<file path="config.mk">
export PLATFORM = sky130hd
export DESIGN_NAME = tag_share_alloc
export DESIGN_NICKNAME = d
export VERILOG_FILES = /design/src/rtl/tag_alloc_pkg.sv /design/src/rtl/tag_desire_accum.sv /design/src/rtl/tag_seq_div.sv /design/src/rtl/tag_share_alloc.sv
export SDC_FILE = /design/constraint.sdc
export NUM_CORES = 1
export LEC_CHECK = 0
export BUFFER_PORTS_ARGS = -buffer_cell sky130_fd_sc_hd__buf_2
export CAP_MARGIN = 30
export CORE_MARGIN = 2
export CORE_UTILIZATION = 60
export CTS_CLUSTER_SIZE = 10
export DETAILED_ROUTE_END_ITERATION = 12
export HOLD_SLACK_MARGIN = 0.1
export MAX_ROUTING_LAYER = met4
export PLACE_DENSITY = 0.82
export SLEW_MARGIN = 25
export SYNTH_ARGS = -nofsm -noshare
export SYNTH_HDL_FRONTEND = slang
export SYNTH_SLANG_ARGS = --single-unit
</file>
<file path="constraint.sdc">
create_clock -name clk -period 6.77 [get_ports clk]
set_clock_uncertainty 0.15 [all_clocks]
set_input_delay 0 -clock clk [delete_from_list [all_inputs] [get_ports clk]]
set_output_delay 0 -clock clk [all_outputs]
set_load 0.05 [all_outputs]
</file>
<file path="src/rtl/tag_alloc_pkg.sv">
package tag_alloc_pkg;

    typedef enum logic [2:0] {
        ST_IDLE,
        ST_SUM,
        ST_ALLOC,
        ST_DIV,
        ST_REPLY,
        ST_HOLD
    } alloc_state_e;

endpackage

</file>
<file path="src/rtl/tag_desire_accum.sv">
module tag_desire_accum #(
    parameter int NUM_FN   = 8,
    parameter int CNT_W    = 12,
    parameter int IDX_W    = 6,
    parameter int WORD_W   = 32,
    parameter int PRES_BIT = 31,
    parameter int IDX_LSB  = 24,
    parameter int FIELD_W  = 16,
    localparam int FN_W    = $clog2(NUM_FN),
    localparam int DES_W   = CNT_W + IDX_W
) (
    input  logic                          clk,
    input  logic                          rst,
    input  logic                          en,
    input  logic                          pres_valid,
    input  logic [FN_W-1:0]               pres_fn,
    input  logic [WORD_W-1:0]             pres_word,
    input  logic                          acc_valid,
    input  logic [FN_W-1:0]               acc_fn,
    input  logic [IDX_W-1:0]              acc_idx,
    input  logic [FIELD_W-1:0]            acc_field,
    output logic [NUM_FN-1:0][DES_W-1:0]  desire
);

    for (genvar g = 0; g < NUM_FN; g++) begin : g_fn
        logic             present_q;
        logic [IDX_W-1:0] top_idx_q;
        logic [DES_W-1:0] sum_q;

        always_ff @(posedge clk) begin
            if (rst) begin
                present_q <= 1'b0;
                top_idx_q <= '0;
                sum_q     <= '0;
            end else if (en) begin
                if (pres_valid && pres_fn == FN_W'(g)) begin
                    present_q <= pres_word[PRES_BIT];
                    top_idx_q <= pres_word[IDX_LSB +: IDX_W];
                    sum_q     <= '0;
                end else if (acc_valid && acc_fn == FN_W'(g) && present_q
                             && acc_idx <= top_idx_q) begin
                    sum_q <= sum_q + DES_W'(acc_field[CNT_W-1:0]);
                end
            end
        end

        assign desire[g] = sum_q;
    end

    // with enumeration closed, the desire values must not move
    assert_enum_frozen_R7: assert property (@(posedge clk) disable iff (rst)
        !en |=> $stable(desire));

endmodule

</file>
<file path="src/rtl/tag_seq_div.sv">
module tag_seq_div #(
    parameter int NUM_W = 28,
    parameter int DEN_W = 21,
    localparam int CW   = $clog2(NUM_W + 1)
) (
    input  logic             clk,
    input  logic             rst,
    input  logic             start,
    input  logic [NUM_W-1:0] dividend,
    input  logic [DEN_W-1:0] divisor,
    output logic             busy,
    output logic             done,
    output logic [NUM_W-1:0] quotient
);

    logic [DEN_W:0]   rem_q;
    logic [NUM_W-1:0] quo_q;
    logic [CW-1:0]    cnt_q;
    logic             busy_q;
    logic             done_q;
    logic [DEN_W:0]   trial;
    logic             fits;

    assign trial = {rem_q[DEN_W-1:0], quo_q[NUM_W-1]};
    assign fits  = trial >= {1'b0, divisor};

    always_ff @(posedge clk) begin
        if (rst) begin
            rem_q  <= '0;
            quo_q  <= '0;
            cnt_q  <= '0;
            busy_q <= 1'b0;
            done_q <= 1'b0;
        end else begin
            done_q <= 1'b0;
            if (start && !busy_q) begin
                rem_q  <= '0;
                quo_q  <= dividend;
                cnt_q  <= CW'(NUM_W);
                busy_q <= 1'b1;
            end else if (busy_q) begin
                rem_q <= fits ? (trial - {1'b0, divisor}) : trial;
                quo_q <= {quo_q[NUM_W-2:0], fits};
                cnt_q <= cnt_q - CW'(1);
                if (cnt_q == CW'(1)) begin
                    busy_q <= 1'b0;
                    done_q <= 1'b1;
                end
            end
        end
    end

    assign busy     = busy_q;
    assign done     = done_q;
    assign quotient = quo_q;

    // a finished quotient is never reported while a pass is running
    assert_div_idle_on_done_R5: assert property (@(posedge clk) disable iff (rst)
        done_q |-> !busy_q);

endmodule

</file>
<file path="src/rtl/tag_share_alloc.sv">
module tag_share_alloc #(
    parameter int NUM_FN   = 8,
    parameter int POOL     = 64,
    parameter int CNT_W    = 12,
    parameter int IDX_W    = 6,
    parameter int WORD_W   = 32,
    parameter int PRES_BIT = 31,
    parameter int IDX_LSB  = 24,
    parameter int FIELD_W  = 16,
    parameter int PID_BITS = 15,
    localparam int FN_W    = $clog2(NUM_FN),
    localparam int DES_W   = CNT_W + IDX_W,
    localparam int TOT_W   = DES_W + FN_W,
    localparam int BASE_W  = $clog2(POOL) + 1,
    localparam int NUM_W   = TOT_W + BASE_W,
    localparam int PID_W   = PID_BITS + 1
) (
    input  logic               clk,
    input  logic               rst,
    input  logic               enum_pres_valid,
    input  logic [FN_W-1:0]    enum_pres_fn,
    input  logic [WORD_W-1:0]  enum_pres_word,
    input  logic               enum_acc_valid,
    input  logic [FN_W-1:0]    enum_acc_fn,
    input  logic [IDX_W-1:0]   enum_acc_idx,
    input  logic [FIELD_W-1:0] enum_acc_field,
    input  logic               qry_valid,
    input  logic [FN_W-1:0]    qry_fn,
    output logic               qry_busy,
    output logic               qry_done,
    output logic [BASE_W-1:0]  qry_base,
    output logic [BASE_W-1:0]  qry_grant,
    output logic [DES_W-1:0]   qry_desire,
    output logic [PID_W-1:0]   qry_pid_count,
    output logic               qry_invalid,
    output logic               alloc_overflow
);
    import tag_alloc_pkg::*;

    alloc_state_e state_q, state_d;

    logic [NUM_FN-1:0][DES_W-1:0] desire;
    logic [FN_W-1:0]   idx_q;
    logic [FN_W-1:0]   qfn_q;
    logic [TOT_W-1:0]  total_q;
    logic [BASE_W:0]   run_q;
    logic              latched_q;
    logic              ovf_q;
    logic [BASE_W-1:0] base_q  [NUM_FN];
    logic [BASE_W-1:0] grant_q [NUM_FN];

    logic [DES_W-1:0]  des_cur;
    logic              last_fn;
    logic              fits_pool;
    logic              div_start, div_busy, div_done;
    logic [NUM_W-1:0]  div_quo;
    logic [NUM_W-1:0]  dividend;
    logic              place_now;
    logic              step_done;
    logic [BASE_W-1:0] place_cnt;
    logic [BASE_W:0]   run_next;
    logic [FN_W-1:0]   resp_fn;

    tag_desire_accum #(
        .NUM_FN(NUM_FN), .CNT_W(CNT_W), .IDX_W(IDX_W), .WORD_W(WORD_W),
        .PRES_BIT(PRES_BIT), .IDX_LSB(IDX_LSB), .FIELD_W(FIELD_W)
    ) u_accum (
        .clk        (clk),
        .rst        (rst),
        .en         (state_q == ST_IDLE),
        .pres_valid (enum_pres_valid),
        .pres_fn    (enum_pres_fn),
        .pres_word  (enum_pres_word),
        .acc_valid  (enum_acc_valid),
        .acc_fn     (enum_acc_fn),
        .acc_idx    (enum_acc_idx),
        .acc_field  (enum_acc_field),
        .desire     (desire)
    );

    assign des_cur   = desire[idx_q];
    assign last_fn   = (idx_q == FN_W'(NUM_FN - 1));
    assign fits_pool = (total_q <= TOT_W'(POOL));
    assign dividend  = NUM_W'(des_cur) * NUM_W'(POOL);
    assign div_start = (state_q == ST_ALLOC) && (des_cur != '0) && !fits_pool;

    tag_seq_div #(.NUM_W(NUM_W), .DEN_W(TOT_W)) u_div (
        .clk      (clk),
        .rst      (rst),
        .start    (div_start),
        .dividend (dividend),
        .divisor  (total_q),
        .busy     (div_busy),
        .done     (div_done),
        .quotient (div_quo)
    );

    assign place_now = ((state_q == ST_ALLOC) && (des_cur != '0) && fits_pool)
                     || ((state_q == ST_DIV) && div_done);
    assign step_done = ((state_q == ST_ALLOC) && (des_cur == '0)) || place_now;
    assign place_cnt = (state_q == ST_DIV) ? div_quo[BASE_W-1:0] : des_cur[BASE_W-1:0];
    assign run_next  = run_q + (BASE_W + 1)'(place_cnt);
    assign resp_fn   = (state_q == ST_REPLY) ? qfn_q : qry_fn;

    // state register
    always_ff @(posedge clk) begin
        if (rst) state_q <= ST_IDLE;
        else     state_q <= state_d;
    end

    // transitions
    always_comb begin
        state_d = state_q;
        unique case (state_q)
            ST_IDLE:  if (qry_valid) state_d = ST_SUM;
            ST_SUM:   if (last_fn)   state_d = ST_ALLOC;
            ST_ALLOC: begin
                if (des_cur != '0 && !fits_pool) state_d = ST_DIV;
                else if (last_fn)                state_d = ST_REPLY;
            end
            ST_DIV:   if (div_done) state_d = last_fn ? ST_REPLY : ST_ALLOC;
            ST_REPLY: state_d = ST_HOLD;
            ST_HOLD:  state_d = ST_HOLD;
            default:  state_d = ST_IDLE;
        endcase
    end

    // datapath and response registers
    always_ff @(posedge clk) begin
        if (rst) begin
            idx_q         <= '0;
            qfn_q         <= '0;
            total_q       <= '0;
            run_q         <= '0;
            latched_q     <= 1'b0;
            ovf_q         <= 1'b0;
            qry_done      <= 1'b0;
            qry_base      <= '0;
            qry_grant     <= '0;
            qry_desire    <= '0;
            qry_pid_count <= '0;
            qry_invalid   <= 1'b0;
            for (int i = 0; i < NUM_FN; i++) begin
                base_q[i]  <= '0;
                grant_q[i] <= '0;
            end
        end else begin
            qry_done <= 1'b0;
            if (state_q == ST_IDLE && qry_valid) begin
                qfn_q   <= qry_fn;
                idx_q   <= '0;
                total_q <= '0;
                run_q   <= '0;
            end
            if (state_q == ST_SUM) begin
                total_q <= total_q + TOT_W'(des_cur);
                idx_q   <= idx_q + FN_W'(1);
            end
            if (state_q == ST_ALLOC && des_cur == '0) begin
                base_q[idx_q]  <= '0;
                grant_q[idx_q] <= '0;
            end
            if (place_now) begin
                base_q[idx_q]  <= run_q[BASE_W-1:0];
                grant_q[idx_q] <= place_cnt;
                run_q          <= run_next;
                if (run_next >= (BASE_W + 1)'(POOL)) ovf_q <= 1'b1;
            end
            if (step_done) idx_q <= idx_q + FN_W'(1);
            if (state_q == ST_REPLY) latched_q <= 1'b1;
            if (state_q == ST_REPLY || (state_q == ST_HOLD && qry_valid)) begin
                qry_done      <= 1'b1;
                qry_base      <= base_q[resp_fn];
                qry_grant     <= grant_q[resp_fn];
                qry_desire    <= desire[resp_fn];
                qry_invalid   <= (desire[resp_fn] == '0);
                qry_pid_count <= (desire[resp_fn] != '0) ? PID_W'((1 << PID_BITS) - 1) : '0;
            end
        end
    end

    assign qry_busy       = (state_q != ST_IDLE) && (state_q != ST_HOLD);
    assign alloc_overflow = ovf_q;

    // a scaled grant never exceeds the pool
    assert_grant_bound_R5: assert property (@(posedge clk) disable iff (rst)
        div_done |-> div_quo <= NUM_W'(POOL));

    // a grant never exceeds the desire it answers
    assert_grant_le_desire_R4: assert property (@(posedge clk) disable iff (rst)
        qry_done |-> DES_W'(qry_grant) <= qry_desire);

    // once latched, the allocation stays latched
    assert_latch_held_R7: assert property (@(posedge clk) disable iff (rst)
        latched_q |=> latched_q);

    // a response is never given while the allocation is running
    assert_done_not_busy_R7: assert property (@(posedge clk) disable iff (rst)
        qry_done |-> !qry_busy);

    // invalid and a nonzero process-ID count exclude each other
    assert_pid_invalid_R8: assert property (@(posedge clk) disable iff (rst)
        qry_done |-> (qry_invalid != (qry_pid_count != '0)));

    // the overflow flag is sticky
    assert_ovf_sticky_R9: assert property (@(posedge clk) disable iff (rst)
        ovf_q |=> ovf_q);

endmodule

</file>
# [After elaboration in Yosys (flattened, before gate mapping)]
# Memories as Yosys holds them, arrays and structs flattened. A register that Yosys moved wholly into a read port is not among the register bits.
# Cells that the tools add are included.
[word_totals] reg_bits=331 latchBits=0 mem_bits_ro=0 wordCells=251 n_memories=2 ram_bits=112
[classes] mul=0 reduce_logical=90 eq_ne=26 bitwise_logic=3 n_div=0 shifts=0 n_addsub=13 muxes=63 magnitude_cmp=13
[memory_table] name="base_q" depth=8 width=7 rd=1 rd_ports_with_merged_regs=1 write_ports=8 line_no="tag_share_alloc.sv:49" rtl="logic [BASE_W-1:0] base_q [NUM_FN];"
[memory_table] name="grant_q" depth=8 width=7 rd=1 rd_ports_with_merged_regs=1 write_ports=8 line_no="tag_share_alloc.sv:50" rtl="logic [BASE_W-1:0] grant_q [NUM_FN];"
[ops] operator="18-bit 2-to-1 mux" n=18
[ops] operator="18-bit by 12-bit adder with 18-bit output" n=8
[ops] operator="18-bit binary-select mux with 3-bit select" n=2
[ops] operator="21-bit 2-to-1 mux" n=3
[ops] operator="6-bit <= comparator" n=8
[ops] operator="24-bit 2-to-1 mux" n=2
[ops] operator="1-bit logical AND" n=42
[ops] operator="18-bit logical NOT" n=2
[ops] operator="3-bit 2-to-1 mux" n=12
[ops] operator="18-bit nonzero test" n=2
[ops] operator="7-bit 2-to-1 mux" n=5
[ops] operator="2-bit AND reduction" n=17
[ops] operator="3-bit == test (second input constant)" n=11
[ops] operator="22-bit by 21-bit greater-or-equal comparator with 1-bit output" n=1
[ops] operator="2-bit nonzero test" n=11
[ops] operator="21-bit by 18-bit adder with 21-bit output" n=1
[ops] operator="21-bit by 7-bit <= comparator with 1-bit output (second input constant)" n=1
[ops] operator="21-bit subtractor" n=1
[ops] operator="3-bit by 2-bit == test with 1-bit output (second input constant)" n=6
[ops] operator="8-bit 2-to-1 mux" n=2
[ops] operator="1-bit 2-to-1 mux" n=15
[ops] operator="15-bit 2-to-1 mux" n=1
[ops] operator="3-bit case mux with 5 select lines" n=1
[ops] operator="7-bit OR reduction" n=2
[ops] operator="20 further kinds" n=34

# [Depth between registers and ports, before layout]
[depth] ltp_word=12 depth_mapped=17 mapped_depth_nobuf=15

# [Modules after synthesis]
# A second synthesis with hierarchy kept.
[hier_totals] hier_cells=3564 area_unflattened_um2=29099.2
[modules_own_cells] mod="tag_desire_accum" cells_each=1710 area_per_inst_um2=13529.2 n_inst=1
[modules_own_cells] mod="tag_share_alloc" cells_each=1414 area_per_inst_um2=12089.1 n_inst=1
[modules_own_cells] mod="tag_seq_div" cells_each=440 area_per_inst_um2=3480.8 n_inst=1

# [Worst setup path after synthesis]
# Ideal clock, no wire load.
[synth_timing] path_type="register to register" start="register idx_q[0]" end="memory base_q[4][0] in the netlist's numbering (enable)" arrival_time_ns=3.598 setup_ns=0.404 required_time_ns=6.216 path_stages_with_launch=10 path_slack_ns=2.617 synth_period_minus_slack_ns=4.153 cell_sequence="dfxtp_1 -> buf_6 -> mux4_2 -> mux2_2 -> or4_4 -> nor4_4 -> a211oi_2 -> nor2_1 -> nand2_1 -> o21ai_0"
[synth_rtl] item="start, declared" line_no="tag_share_alloc.sv:43" rtl="logic [FN_W-1:0] idx_q;"
[synth_rtl] item="start signal, assigned" line_no="tag_share_alloc.sv:157" rtl="idx_q <= idx_q + FN_W'(1);"
[synth_rtl] item="start signal, assigned" line_no="tag_share_alloc.sv:169" rtl="if (step_done) idx_q <= idx_q + FN_W'(1);"
[synth_rtl] item="end, declared" line_no="tag_share_alloc.sv:49"

# [Worst setup path after layout]
[layout_timing] start="register idx_q[0]" end="register total_q[18]"
[layout_between] elab_chain_cells=4
[layout_rtl] item="18-bit binary-select mux with 3-bit select" line_no="tag_share_alloc.sv:81" rtl="assign des_cur = desire[idx_q];"
[layout_rtl] item="18-bit 2-to-1 mux (not written as such)" line_no="tag_share_alloc.sv:81"
[layout_rtl] item="21-bit by 18-bit adder with 21-bit output" line_no="tag_share_alloc.sv:156" rtl="total_q <= total_q + TOT_W'(des_cur);"
[layout_rtl] item="21-bit 2-to-1 mux" line_no="tag_share_alloc.sv:155" rtl="if (state_q == ST_SUM) begin"
[layout_rtl] item="end signal, assigned" line_no="tag_share_alloc.sv:156"
[layout_rtl] item="end, declared" line_no="tag_share_alloc.sv:45" rtl="logic [TOT_W-1:0] total_q;"
# Every way passes these cells. The select of a mux whose other input is x is not followed.
# A chain may end at the register's enable or synchronous reset.

==> metrics.txt <==
maximum ir drop on the vdd rail ~0.21 mV; hold crit path type in -> reg; FP Rows between 70 and 80; post-CTS sizing 0; Seq pwr share ~46%; H-tree Lvls 2; Max Slew Vio Count 0; top cells by area, synth dfxtp_1, edfxtp_1, ha_1; Req. time, crit path 7160 ps; worst-path fanout max 27; Slew headroom around a quarter; WL final a little under 90,000 µm; initial antenna violation count 1; initial core utilization 60.8%; vias between 20,000 and 25,000; DR pass1 iterations 8; GRT Overall Usage between 30% and 40%; sw frac between 20% and 30%; Final Cycle Share about 76%; critical path capture point type register; Vias/cell between 6 and 7; die footprint 0.0477 mm²; synthesized flop and latch total 442; largest net degree at the start of global routing between 90 and 100; setup violators final 0; CP Data Arrival Time 5540 ps; Sink Count roughly 440; minimum clock period 5150 ps; Final Non-Filler Cells approximately 3,800; hpwl dp between 60,000 and 70,000 µm; Power Dens Cells 198 mW/mm²; Netlist cell types slightly above 90; CP Cell Sequence buf_4 -> inv_1 -> a221oi_1 -> o221ai_1 -> ha_1 -> inv_1 -> fa_1 -> nor2b_1 -> o21a_1 -> o21ai_0 -> a211oi_1 -> o21ai_0 -> a31oi_1 -> a211oi_1 -> or4_1 -> a21oi_1; CTS Buffer Depth 3; Buf+Inv Stages, Crit Path 3; max incr delay on CP 720 ps; combinational share of power around 9.7%; Post-synth ARST share 0%; sequential fraction of the synthesis area a little over a third; RSZ-0062 raised after global routing false; first-pass GRT wire length about 130,000 µm; Inst Count DP between 3,000 and 4,000; Layout area overhead 10.1%; hold_buf cts 39; crit-path leading delay family compound AO/OA/AOI/OAI gates; core area between 0.04 and 0.05 mm²; Clock Power Share roughly 45%; Mapped Nets 3,387; RD Place Congestion roughly 1.0; WS Path Type reg -> reg; most instantiated cells after synthesis nor2_1, nand2_1, dfxtp_1; grt total ovfl 0; Fin Setup TNS 0 ps; Cells after Synth around 3,100; number of synthesized flops with an enable pin between 100 and 150; DRC Markers 0; Die H roughly 220 µm; DR iter-0 viols roughly 2,700; worst skew pair latency approximately 630 ps; post-CTS setup buffers 0; CTS Buf Count 52; Pint ~4.5 mW; Yosys top cell by area dfxtp_1; Slew @ Worst Pin approximately 1100 ps; Max Cap Viol 0; most numerous cell in the Yosys netlist nor2_1; Synth top area share between 20% and 30%; Clock transition at path regs roughly 60 ps; Top Ports 120; layout cell share with drive strength beyond 1 9.72%; die width roughly 220 µm; ys flop type dfxtp_1; Port Buf Inserts 89; Hold Vio Cnt, Final 0; antenna viol nets, final 0; Sw Pwr approximately 1.5 mW; Leak Pwr roughly 12 nW; Post-Syn Area per Cell just under 9 µm²; CTS tree done; Synth Cell Area around 0.028 mm²; CP max-delay cell o221ai_1; Worst setup SP type register; Root Driver clkbuf_16; Yosys Warn Count 0; Final Net Count between 3,000 and 4,000; outcome completed; vias in the first global route about 24,000; Fmax around 0.19 GHz; drt wl/cell between 20 and 25 µm
==> stage by stage <==
step | setup slack, ps | hold WS, ps | util (%) | total power [mW] | cell area, µm²
floorplan | 2620 | -14.0 | - | 3.19 | 27600
global placement | 1800 | 160 | 62.4 | 3.35 | 28300
detailed placement | 1760 | 172 | 62.5 | 3.36 | 28300
CTS | 1720 | 102 | 66.8 | 6.01 | 30300
global route | 1310 | 140 | 66.9 | 6.18 | 30400
finish | 1620 | 125 | 66.9 | 6.02 | 30400
==> worst min-delay path: cells and delay by family <==
kind	cells	cell delay, ps
and+or+nand+nor	1	70
AOI/OAI and AO/OA	1	50
buffers and inverters	2	720
==> registers in the layout, summed over array words and instances, names as in the netlist, 18 cells and up <==
register / count
base_q: 56
grant_q: 56
qry_desire: 18
total_q: 21
u_accum.g_fn.sum_q: 144
u_accum.g_fn.top_idx_q: 48
u_div.quotient: 28
u_div.rem_q: 21
==> kinds of logic after synthesis <==
family                   after synthesis  share of synthesized area [%]
adder cells (fa/ha/maj)              205                           9.59
other                                  1                         0.0136
XOR/XNOR                             161                           5.11
buffers and inverters                283                           4.46
flip-flops                           442                           36.1
AO/OA/AOI/OAI                        672                           17.1
AND/OR/NAND/NOR                     1178                           19.1
multiplexers                         172                           8.50
==> metal layers <==
layer,track usage [%],up-vias,share of wire (%)
met1,46.7,12000,40
li1,-,11400,-
met2,59.0,1249,46
met5,-,-,0
met3,6.61,293,8.8
met4,17.4,0,5.3
==> final cells by class <==
cell class	instances	area [µm²]
Antenna cell	1	2.50
Clock buffer	82	1480
Clock inverter	5	101
Fill cell	3601	15000
Inverter	114	428
Multi-Input combinational cell	2389	16500
Sequential cell	442	9970
Tap cell	600	751
Timing Repair Buffer	168	1180
==> cells in the final DEF (no fill, tap or decap), types with 12 or more instances in the layout <==
master,synthesis,final
nor2_1,456,453
nand2_1,347,347
dfxtp_1,330,327
ha_1,194,194
a21oi_1,184,184
inv_1,113,113
edfxtp_1,112,112
mux2i_1,109,107
xnor2_1,107,107
nor3_1,96,94
buf_2,37,90
a22oi_1,80,80
a21o_1,69,69
nand3_1,68,68
xor2_1,54,54
o21ai_0,59,53
clkbuf_16,0,52
mux4_2,47,47
dlygate4sd3_1,0,39
buf_4,21,34
nor2b_1,29,29
or3_1,28,28
a211oi_1,25,25
a221oi_1,24,24
and3_1,24,24
clkbuf_1,89,23
a31oi_1,22,22
o21a_1,22,21
nand4_1,20,20
a2111oi_0,19,19
a311oi_1,19,19
nand2b_1,17,17
and2_1,17,17
o32ai_1,17,17
mux2_2,15,15
o211ai_1,12,12
==> power groups by stage <==
| stage | Clock, mW | Combinational, mW | Sequential (mW) |
|---|---|---|---|
| final | 2.68 | 0.587 | 2.76 |
| after global routing | 2.79 | 0.629 | 2.76 |
| after CTS | 2.69 | 0.569 | 2.76 |
| after detailed placement | 0 | 0.549 | 2.82 |
| after global placement | 0 | 0.533 | 2.81 |
| after floorplan | 0 | 0.387 | 2.80 |
==> worst paths after layout <==
path	startpoint	slack, ps	cells after the start	endpoint
max	idx_q[0]	1620	16	total_q[18]
min reg2reg	u_accum.g_fn[0].top_idx_q[5]	310	2	u_accum.g_fn[0].top_idx_q[5]
min	enum_pres_word[31]	130	4	u_accum.g_fn[7].present_q
max reg2reg	idx_q[0]	1620	16	total_q[18]
(Power assumes the default switching activity.)
